## src/rtl/pgseq_pkg.sv

```systemverilog
package pgseq_pkg;
   typedef enum logic [2:0] {
      ST_IDLE,
      ST_START,
      ST_WAIT,
      ST_END,
      ST_GAP,
      ST_DLY,
      ST_CSD,
      ST_DONE
   } pg_state_e;
endpackage

```

## src/rtl/pgseq_cnt.sv

```systemverilog
module pgseq_cnt #(
   parameter int W = 4
) (
   input  logic         clk,
   input  logic         rst_n,
   input  logic         load,
   input  logic [W-1:0] ld_val,
   input  logic         dec,
   output logic [W-1:0] cnt,
   output logic         last
);
   generate
      if (W < 1) begin : g_bad_w
         $error("pgseq_cnt: W must be at least 1");
      end
   endgenerate

   always_ff @(posedge clk or negedge rst_n) begin
      if (!rst_n)
         cnt <= '0;
      else if (load)
         cnt <= ld_val;
      else if (dec && cnt != '0)
         cnt <= cnt - 1'b1;
   end

   assign last = (cnt <= W'(1));
endmodule

```

## src/rtl/pgseq_addr.sv

```systemverilog
module pgseq_addr #(
   parameter int AW   = 32,
   parameter int STEP = 4
) (
   input  logic          clk,
   input  logic          rst_n,
   input  logic          load,
   input  logic [AW-1:0] ld_val,
   input  logic          inc,
   output logic [AW-1:0] addr
);
   localparam logic [AW-1:0] STEP_V = AW'(STEP);

   generate
      if (STEP < 1) begin : g_bad_step
         $error("pgseq_addr: STEP must be positive");
      end
   endgenerate

   always_ff @(posedge clk or negedge rst_n) begin
      if (!rst_n)
         addr <= '0;
      else if (load)
         addr <= ld_val;
      else if (inc)
         addr <= addr + STEP_V;
   end
endmodule

```

## src/rtl/page_bus_seq.sv

```systemverilog
module page_bus_seq
   import pgseq_pkg::*;
#(
   parameter int AW        = 32,
   parameter int DW        = 32,
   parameter int WW        = 4,
   parameter int MAX_BEATS = 8,
   parameter int ADDR_STEP = 4,
   localparam int BCW      = $clog2(MAX_BEATS) + 1
) (
   input  logic           clk,
   input  logic           rst_n,
   input  logic           req_valid,
   output logic           req_ready,
   input  logic           req_write,
   input  logic [AW-1:0]  req_addr,
   input  logic [BCW-1:0] req_beats,
   input  logic [WW-1:0]  cfg_acc_wait,
   input  logic [WW-1:0]  cfg_page_wait,
   input  logic [WW-1:0]  cfg_wdata_dly,
   input  logic [WW-1:0]  cfg_strb_gap,
   input  logic [DW-1:0]  wdata_in,
   output logic           wdata_next,
   output logic [AW-1:0]  ext_addr,
   output logic           ext_cs_n,
   output logic           ext_rd_n,
   output logic           ext_wr_n,
   output logic [DW-1:0]  ext_wdata,
   output logic           ext_oe,
   input  logic [DW-1:0]  ext_rdata,
   output logic [DW-1:0]  rd_data,
   output logic           rd_valid,
   output logic           done
);
   localparam logic [BCW-1:0] MAXB_V = BCW'(MAX_BEATS);

   generate
      if (AW < 3 || DW < 1 || WW < 1 || MAX_BEATS < 1) begin : g_bad_cfg
         $error("page_bus_seq: illegal parameter set");
      end
   endgenerate

   pg_state_e      state, nxt;
   logic           s_wr;
   logic [AW-1:0]  s_addr;
   logic [BCW-1:0] s_beats;
   logic [WW-1:0]  s_acc, s_pw, s_dly, s_sw;
   logic           take;

   logic           c_ld, c_dec, c_last;
   logic [WW-1:0]  c_val, c_cnt;
   logic           b_ld, b_dec, b_last_unused;
   logic [BCW-1:0] b_cnt;
   logic           a_ld, a_inc, w_ld;
   logic           strb;

   // picks the first phase of a following beat
   function automatic pg_state_e route(input logic use_gap, input logic use_dly,
                                       input logic wr, input logic [WW-1:0] sw,
                                       input logic [WW-1:0] dly, input logic [WW-1:0] pw);
      if (use_gap && sw != '0)
         return ST_GAP;
      else if (use_dly && wr && dly != '0)
         return ST_DLY;
      else if (pw > WW'(1))
         return ST_WAIT;
      else
         return ST_END;
   endfunction

   always_comb begin
      nxt   = state;
      take  = 1'b0;
      a_ld  = 1'b0;
      a_inc = 1'b0;
      w_ld  = 1'b0;
      b_ld  = 1'b0;
      b_dec = 1'b0;
      unique case (state)
         ST_IDLE:  if (req_valid) begin
                      nxt  = ST_START;
                      take = 1'b1;
                   end
         ST_START: begin
                      a_ld = 1'b1;
                      w_ld = s_wr;
                      b_ld = 1'b1;
                      nxt  = (s_acc > WW'(1)) ? ST_WAIT : ST_END;
                   end
         ST_WAIT:  if (c_last) nxt = ST_END;
         ST_END:   if (b_cnt == '0) begin
                      nxt = s_wr ? ST_CSD : ST_DONE;
                   end else begin
                      a_inc = 1'b1;
                      w_ld  = s_wr;
                      b_dec = 1'b1;
                      nxt   = route(1'b1, 1'b1, s_wr, s_sw, s_dly, s_pw);
                   end
         ST_GAP:   if (c_last) nxt = route(1'b0, 1'b1, s_wr, s_sw, s_dly, s_pw);
         ST_DLY:   if (c_last) nxt = route(1'b0, 1'b0, s_wr, s_sw, s_dly, s_pw);
         ST_CSD:   nxt = ST_DONE;
         ST_DONE:  nxt = ST_IDLE;
         default:  nxt = ST_IDLE;
      endcase
   end

   // wait counter control: load on entry to a timed phase, count down while staying
   always_comb begin
      c_ld  = (nxt != state) && (nxt inside {ST_WAIT, ST_GAP, ST_DLY});
      c_dec = (nxt == state) && (state inside {ST_WAIT, ST_GAP, ST_DLY});
      if (state == ST_START)
         c_val = s_acc - 1'b1;
      else begin
         unique case (nxt)
            ST_GAP:  c_val = s_sw;
            ST_DLY:  c_val = s_dly;
            default: c_val = s_pw - 1'b1;
         endcase
      end
   end

   always_ff @(posedge clk or negedge rst_n) begin
      if (!rst_n) begin
         state   <= ST_IDLE;
         s_wr    <= 1'b0;
         s_addr  <= '0;
         s_beats <= BCW'(1);
         s_acc   <= '0;
         s_pw    <= '0;
         s_dly   <= '0;
         s_sw    <= '0;
      end else begin
         state <= nxt;
         if (take) begin
            s_wr   <= req_write;
            s_addr <= req_addr;
            s_acc  <= cfg_acc_wait;
            s_pw   <= cfg_page_wait;
            s_dly  <= cfg_wdata_dly;
            s_sw   <= cfg_strb_gap;
            if (req_beats == '0)
               s_beats <= BCW'(1);
            else if (req_beats > MAXB_V)
               s_beats <= MAXB_V;
            else
               s_beats <= req_beats;
         end
      end
   end

   pgseq_cnt #(.W(WW)) wait_cnt_i (
      .clk(clk), .rst_n(rst_n), .load(c_ld), .ld_val(c_val),
      .dec(c_dec), .cnt(c_cnt), .last(c_last)
   );

   pgseq_cnt #(.W(BCW)) beat_cnt_i (
      .clk(clk), .rst_n(rst_n), .load(b_ld), .ld_val(s_beats - 1'b1),
      .dec(b_dec), .cnt(b_cnt), .last(b_last_unused)
   );

   pgseq_addr #(.AW(AW), .STEP(ADDR_STEP)) addr_i (
      .clk(clk), .rst_n(rst_n), .load(a_ld), .ld_val(s_addr),
      .inc(a_inc), .addr(ext_addr)
   );

   always_ff @(posedge clk or negedge rst_n) begin
      if (!rst_n) begin
         ext_wdata <= '0;
         rd_data   <= '0;
         rd_valid  <= 1'b0;
      end else begin
         if (w_ld)
            ext_wdata <= wdata_in;
         rd_valid <= (state == ST_END) && !s_wr;
         if (state == ST_END && !s_wr)
            rd_data <= ext_rdata;
      end
   end

   assign strb       = (state == ST_WAIT) || (state == ST_END);
   assign ext_cs_n   = !(state inside {ST_WAIT, ST_END, ST_GAP, ST_DLY, ST_CSD});
   assign ext_rd_n   = !(strb && !s_wr);
   assign ext_wr_n   = !(strb && s_wr);
   assign ext_oe     = strb && s_wr;
   assign wdata_next = s_wr && (state == ST_END) && (b_cnt != '0);
   assign done       = (state == ST_DONE);
   assign req_ready  = (state == ST_IDLE);
endmodule

```

## config.mk

```make
export PLATFORM = sky130hd
export DESIGN_NAME = page_bus_seq
export DESIGN_NICKNAME = d
export VERILOG_FILES = /design/src/rtl/pgseq_pkg.sv /design/src/rtl/pgseq_cnt.sv /design/src/rtl/pgseq_addr.sv /design/src/rtl/page_bus_seq.sv
export SDC_FILE = /design/constraint.sdc
export NUM_CORES = 1
export LEC_CHECK = 0
export CAP_MARGIN = 15
export CORE_UTILIZATION = 49
export CTS_BUF_LIST = sky130_fd_sc_hd__clkbuf_2
export CTS_CLUSTER_DIAMETER = 150
export DETAILED_ROUTE_END_ITERATION = 10
export GPL_TIMING_DRIVEN = 1
export PLACE_DENSITY = 0.89
export SLEW_MARGIN = 20
export SYNTH_ARGS = -nofsm -noshare
export SYNTH_HDL_FRONTEND = slang
export SYNTH_SLANG_ARGS = --single-unit
```

## constraint.sdc

```tcl
create_clock -name clk -period 3.3 [get_ports clk]
set_clock_uncertainty 0.05 [all_clocks]
set_input_delay 0.33 -clock clk [delete_from_list [all_inputs] [get_ports clk]]
set_output_delay 0.33 -clock clk [all_outputs]
set_load 0.01 [all_outputs]
```

# After elaboration in Yosys (flattened, before gate mapping)
# Index checks and enable logic that the tools add are counted.
dict set report totals {
  out_inout_bits 104
  register_bits 161
  word_cells 92
  input_bits 120
}
dict set report op_classes {
  addsub 6
  n_eq_ne 12
  n_mux 28
  reduce_logical 28
  magnitude_cmp 4
}
# operator count
set ops {}
lappend ops {{32-bit 2-to-1 mux} 2}
lappend ops {{32-bit by 3-bit adder with 32-bit output (second input constant)} 1}
lappend ops {{4-bit 2-to-1 mux} 7}
lappend ops {{3-bit case mux with 8 select lines} 1}
lappend ops {{3-bit 2-to-1 mux} 7}
lappend ops {{4-bit by 1-bit subtractor with 4-bit output (second input constant)} 5}
lappend ops {{3-bit == test (second input constant)} 6}
lappend ops {{4-bit nonzero test} 4}
lappend ops {{1-bit logical AND} 10}
lappend ops {{3-bit by 2-bit == test with 1-bit output (second input constant)} 3}
lappend ops {{1-bit 2-to-1 mux} 9}
lappend ops {{4-bit by 1-bit > comparator with 1-bit output (second input constant)} 2}
lappend ops {{4-bit logical NOT} 2}
lappend ops {{4-bit case mux with 2 select lines} 1}
lappend ops {{2-bit nonzero test} 3}
lappend ops {{3-bit nonzero test} 2}
lappend ops {{5-bit nonzero test} 1}
lappend ops {{4-bit > comparator (second input constant)} 1}
lappend ops {{4-bit by 1-bit less-or-equal comparator with 1-bit output (second input constant)} 1}
lappend ops {{1-bit logical NOT} 4}
lappend ops {{3-bit by 1-bit == test with 1-bit output (second input constant)} 1}
lappend ops {{3-bit == test} 1}
lappend ops {{3-bit logical NOT} 1}
lappend ops {{3-bit != test} 1}
lappend ops {{other kinds (2)} 2}

# Depth between registers and ports, before layout
dict set report logic_depth {
  depth_word 11
  mapped_depth 11
  depth_no_buf 10
}

# Modules after synthesis
# A second synthesis with hierarchy kept.
dict set report hier_totals {
  cells_unflattened 745
  area_unflattened_um2 7677.4
}
# module area_per_inst_um2 cells_each seq_area_each_um2 instances
set by_module_without_submodules {}
lappend by_module_without_submodules {page_bus_seq 5268.8 479 3029.2 1}
lappend by_module_without_submodules {pgseq_addr 1820.5 200 800.8 1}
lappend by_module_without_submodules {pgseq_cnt 294.0 33 100.1 2}

# Least setup slack after synthesis
# No wires, ideal clock.
dict set report synth_path {
  path_type {register -> register}
  from {register state[1]}
  to {register wait_cnt_i.cnt[2]}
  path_stages_with_launch 11
  slack_ns 0.410
  period_less_slack_ns 2.890
  arrival_time_ns 2.715
  t_required_ns 3.125
  setup_time_ns 0.125
  path_buffers 2
  path_cell_list {dfrtp_1 > buf_2 > inv_1 > ha_1 > nor4_2 > nand2_1 > a31o_2 > and2_1 > buf_2 > o21ai_2 > mux2_2}
}
dict set report synth_between {
  elab_chain_cells 6
  word_cells_on_any_way 27
  cone_classes {eq/ne: 12; mux: 8; reduce/logical: 7}
}
# element line
set synth_lines {}
lappend synth_lines {{start, declared} page_bus_seq.sv:43} ;# pg_state_e state, nxt;
lappend synth_lines {{start signal, assigned} page_bus_seq.sv:133} ;# state <= nxt;
lappend synth_lines {{3-bit == test, or another cell as far along} page_bus_seq.sv:79} ;# unique case (state)
lappend synth_lines {{3-bit case mux with 8 select lines (*)} page_bus_seq.sv:79}
lappend synth_lines {{via nxt[2]} page_bus_seq.sv:43}
lappend synth_lines {{3-bit == test, or another cell as far along} {page_bus_seq.sv:109, page_bus_seq.sv:114}}
lappend synth_lines {{4-bit case mux with 2 select lines, or another cell as far along} page_bus_seq.sv:114} ;# unique case (nxt)
lappend synth_lines {{4-bit 2-to-1 mux, or another cell as far along} page_bus_seq.sv:111} ;# if (state == ST_START)
lappend synth_lines {{4-bit 2-to-1 mux or 2-bit nonzero test (tied branches)} -}
lappend synth_lines {{end signal, assigned} pgseq_cnt.sv:22} ;# cnt <= ld_val;
lappend synth_lines {{end signal, assigned} pgseq_cnt.sv:24} ;# cnt <= cnt - 1'b1;
lappend synth_lines {{end, declared} pgseq_cnt.sv:9} ;# output logic [W-1:0] cnt,
# Mark *: on every way through the listed nets, which the timed path passes. The rest lies on a longest branch.
# A chain may end at the register's enable or synchronous reset.

# Worst setup path in the final report
dict set report layout_path {
  from {register state[2]}
  to {register wait_cnt_i.cnt[2]}
}
dict set report layout_between {
  elab_chain_cells 6
  word_cells_on_any_way 27
  cone_classes {eq/ne: 12; mux: 8; reduce/logical: 7}
}
# element line
set layout_lines {}
lappend layout_lines {{3-bit == test, or another cell as far along} page_bus_seq.sv:79}
lappend layout_lines {{3-bit case mux with 8 select lines} page_bus_seq.sv:79}
lappend layout_lines {{3-bit == test, or another cell as far along} {page_bus_seq.sv:109, page_bus_seq.sv:114}}
lappend layout_lines {{4-bit case mux with 2 select lines, or another cell as far along} page_bus_seq.sv:114}
lappend layout_lines {{4-bit 2-to-1 mux, or another cell as far along} page_bus_seq.sv:111}
lappend layout_lines {{4-bit 2-to-1 mux or 2-bit nonzero test (tied branches)} -}
# Parallel ways exist; a longest one is shown, timed or not.

==> impl_metrics.csv <==
group,metric,value,unit
outcome,status,"finished, violations left",
outcome,violations,"DRC",
sta,rsz0062_at_grt,"false",
setup_path,crit_path_end_kind,"register",
synthesis,synth_largest_area_cell,"dfrtp_1",
min_path,min_from,"req_addr[15]",
setup_path,r2r-start,"state[2]$_DFF_PN0_",
die,row_count,44,
synthesis,syn_inst,731,
sta,finalSetupViolCount,0,
finish,area_growth,40.2,%
sta,maxSlewViolCount,0,
placement,routabilityCongestion,0.915,
synthesis,yosysMostFrequentCell,"nand2_1",
synthesis,synth-edff-count,0,
setup_path,r2r_end,"wait_cnt_i.cnt[2]$_DFFE_PN0P_",
synthesis,syn_nets,863,
setup_path,worstSetupPathType,"register to register",
setup_path,ff2ff_path_depth,10,
finish,nNetsFinal,1114,
placement,port_buffers,223,
sta,finalCriticalPeriod,3.01,ns
die,core_area,14700,µm²
pwr,worst_ir_drop_vdd,589,µV
sta,min_period_over_period,91.2,%
drt,drt_iter0_drc,639,
sta,tns,0,ns
global_route,grt_pass1_vias,6708,
sta,worstMarginPinSlew,0.681,ns
die,start_util,50.8,%
drt,ant_nets,0,
synthesis,ys_seq_area_share,53.9,%
synthesis,synth_top_area_share,53.6,%
drt,drt_wl_total,21.7,mm
die,io_pins,224,
global_route,grt_pass1_wl,34.3,mm
finish,drive_above_1_share,12.8,%
cts,cts.sinks,161,
setup_path,start_kind,"register",
pwr,power,9720,µW
drt,wl_per_cell,18.4,µm
synthesis,async_flop_share,100,%
sta,hold_viol,0,
synthesis,ys_warn_count,0,
cts,htreeDepth,4,
cts,path_clk_slew,0.21,ns
sta,relSlewSlack,54.5,%
drt,remaining_drc_errors,5,
run,maxCapViolations,0,
finish,final_util,71.3,%
global_route,overflow,0,
cts,cts-buffers-inserted,17,
setup_path,reg2reg_slack,0.29,ns
pwr,cellLeakagePower,0.00465,µW
drt,dr.pass1.iters,10,
sta,max_freq,332,MHz
die,dieHeight,126,µm
global_route,grt_max_degree,61,
cts,root_buffer,"clkbuf_2",
synthesis,netlist_top_cells_count,"nand2_1, dfrtp_1, mux2_2",
synthesis,synth_area_per_cell,10.2,µm²
placement,hpwl,15.3,mm
die,chipWidth,126,µm
synthesis,synthTopCellsByArea,"dfrtp_1, nand2_1, mux2_2",
global_route,antenna_found_initial,1,
sta,whs,0.0439,ns
synthesis,synthFlopType,"dfrtp_1",
min_path,hold_class,"primary input to register",
min_path,min_path_cells,3,
drt,vias,6619,
setup_path,crit_required,3.89,ns
synthesis,ys_ff_latch,161,
synthesis,synth_cell_types,61,
global_route,grtUsageTotal,28.1,%
cts,clk-insertion-delay-late,0.75,ns
cts,clockBufferDepth,2,
setup_path,cp.arrival,3.60,ns
cts,tritoncts,"yes",
setup_path,path_max_fanout,14,
finish,nFillCells,1052,
synthesis,syn_area,7470,µm²
min_path,hold_end,"s_addr[15]$_DFFE_PN0P_",
drt,viasPerCell,5.61,
pwr,power.density,928,nW/µm²
die,die_area,15800,µm²
-- layer usage --
| metal | vias up | global-route usage [%] | routed length [µm] | share of wire [%] |
|---|---|---|---|---|
| met3 | 50 | 9.07 | 1710 | 7.9 |
| met4 | 0 | 9.76 | 522 | 2.4 |
| met1 | 3236 | 33.1 | 8350 | 38 |
| li1 | 3053 | - | - | - |
| met5 | - | 0 | 0 | 0 |
| met2 | 280 | 48.4 | 11100 | 51 |
-- power breakdown --
| part | internal [µW] | switching [µW] |
|---|---|---|
| logic | 2590 | 2450 |
| clock network | 353 | 704 |
| registers | 2890 | 725 |
-- flip-flops by register name (all words and copies together) (netlist names) --
signal,count
rd_valid,1
s_dly,4
ext_wdata,32
s_acc,4
wait_cnt_i.cnt,4
beat_cnt_i.cnt,4
s_wr,1
s_addr,32
rd_data,32
state,3
s_pw,4
s_beats,4
addr_i.addr,32
s_sw,4
-- area by class of cell --
| cell class | count | area, µm² | share of cell area (%) |
|---|---|---|---|
| sequential | 161 | 4030 | 38.5 |
| multi-input combinational | 511 | 3220 | 30.8 |
| timing repair buffer | 269 | 2680 | 25.5 |
| tap | 184 | 230 | 2.20 |
| clock inverter | 13 | 134 | 1.28 |
| clock buffer | 19 | 95.1 | 0.908 |
| inverter | 22 | 82.6 | 0.788 |
| antenna | 1 | 2.50 | 0.0239 |
-- cells in the final DEF (no fill, tap or decap), drive strengths merged, types with 3 or more instances in the layout --
cell / Yosys / final
clkdlybuf4s50: 0 / 222
nand2: 202 / 202
dfrtp: 160 / 160
mux2: 66 / 66
o21ai: 39 / 39
dlygate4sd3: 0 / 29
nor2: 28 / 28
inv: 22 / 25
clkbuf: 27 / 19
buf: 10 / 18
a21oi: 15 / 15
nor3: 13 / 13
mux2i: 12 / 12
a221o: 12 / 12
ha: 12 / 12
nand3: 11 / 11
and3: 11 / 11
nor4: 10 / 10
nand4: 7 / 7
o311ai: 7 / 7
clkinv: 0 / 6
xnor2: 5 / 5
a31oi: 5 / 5
and2: 4 / 4
a32oi: 4 / 4
nor3b: 4 / 4
or4: 3 / 3
nand3b: 3 / 3
a222oi: 3 / 3
xor2: 3 / 3
-- worst max path at each step --
| stage | to | cells after the start | from |
|---|---|---|---|
| finish | wait_cnt_i.cnt[2]$_DFFE_PN0P_ | 10 | state[2]$_DFF_PN0_ |
| global route | wait_cnt_i.cnt[1]$_DFFE_PN0P_ | 8 | state[2]$_DFF_PN0_ |
| CTS | wdata_next | 4 | beat_cnt_i.cnt[1]$_DFFE_PN0P_ |
| detailed placement | wait_cnt_i.cnt[2]$_DFFE_PN0P_ | 10 | state[2]$_DFF_PN0_ |
| global placement | wait_cnt_i.cnt[2]$_DFFE_PN0P_ | 10 | state[2]$_DFF_PN0_ |
| floorplan | wait_cnt_i.cnt[2]$_DFFE_PN0P_ | 10 | state[1]$_DFF_PN0_ |
-- critical path: stages (launching register included) --
cell	delay, ns
dfrtp_1	0.58
inv_1	0.20
ha_1	0.24
nor4_2	0.06
buf_4	0.16
a2111oi_2	0.55
nand2_1	0.13
a32oi_2	0.31
nand3b_1	0.15
o21ai_2	0.14
mux2_2	0.37
-- kinds of logic after synthesis --
logic type                 synth area share [%]
muxes                                      11.6
buffers and inverters                      3.16
xor gates and xnor gates                  0.938
AOI/OAI and AO/OA                          10.5
DFF                                        53.9
adders and majority gates                  2.01
and+or+nand+nor                            17.9
-- per-stage QoR --
| step | std cells | setup slack (ns) | area (µm²) |
|---|---|---|---|
| floorplan | 731 | 0.410 | 7470 |
| global placement | 1117 | 0.433 | 9950 |
| detailed placement | 1117 | 0.367 | 9950 |
| CTS | 1162 | 0.298 | 10300 |
| global route | 1180 | 0.142 | 10500 |
| finish | 1180 | 0.289 | 10500 |
-- repair_timing --
action	CTS	global route
setup buffers	1	0
hold endpoints to repair	164	17
resized for setup	0	0
endpoints found under the setup margin	1	0
hold buffers	12	17
No activity file was read; power rests on OpenSTA's default activity.
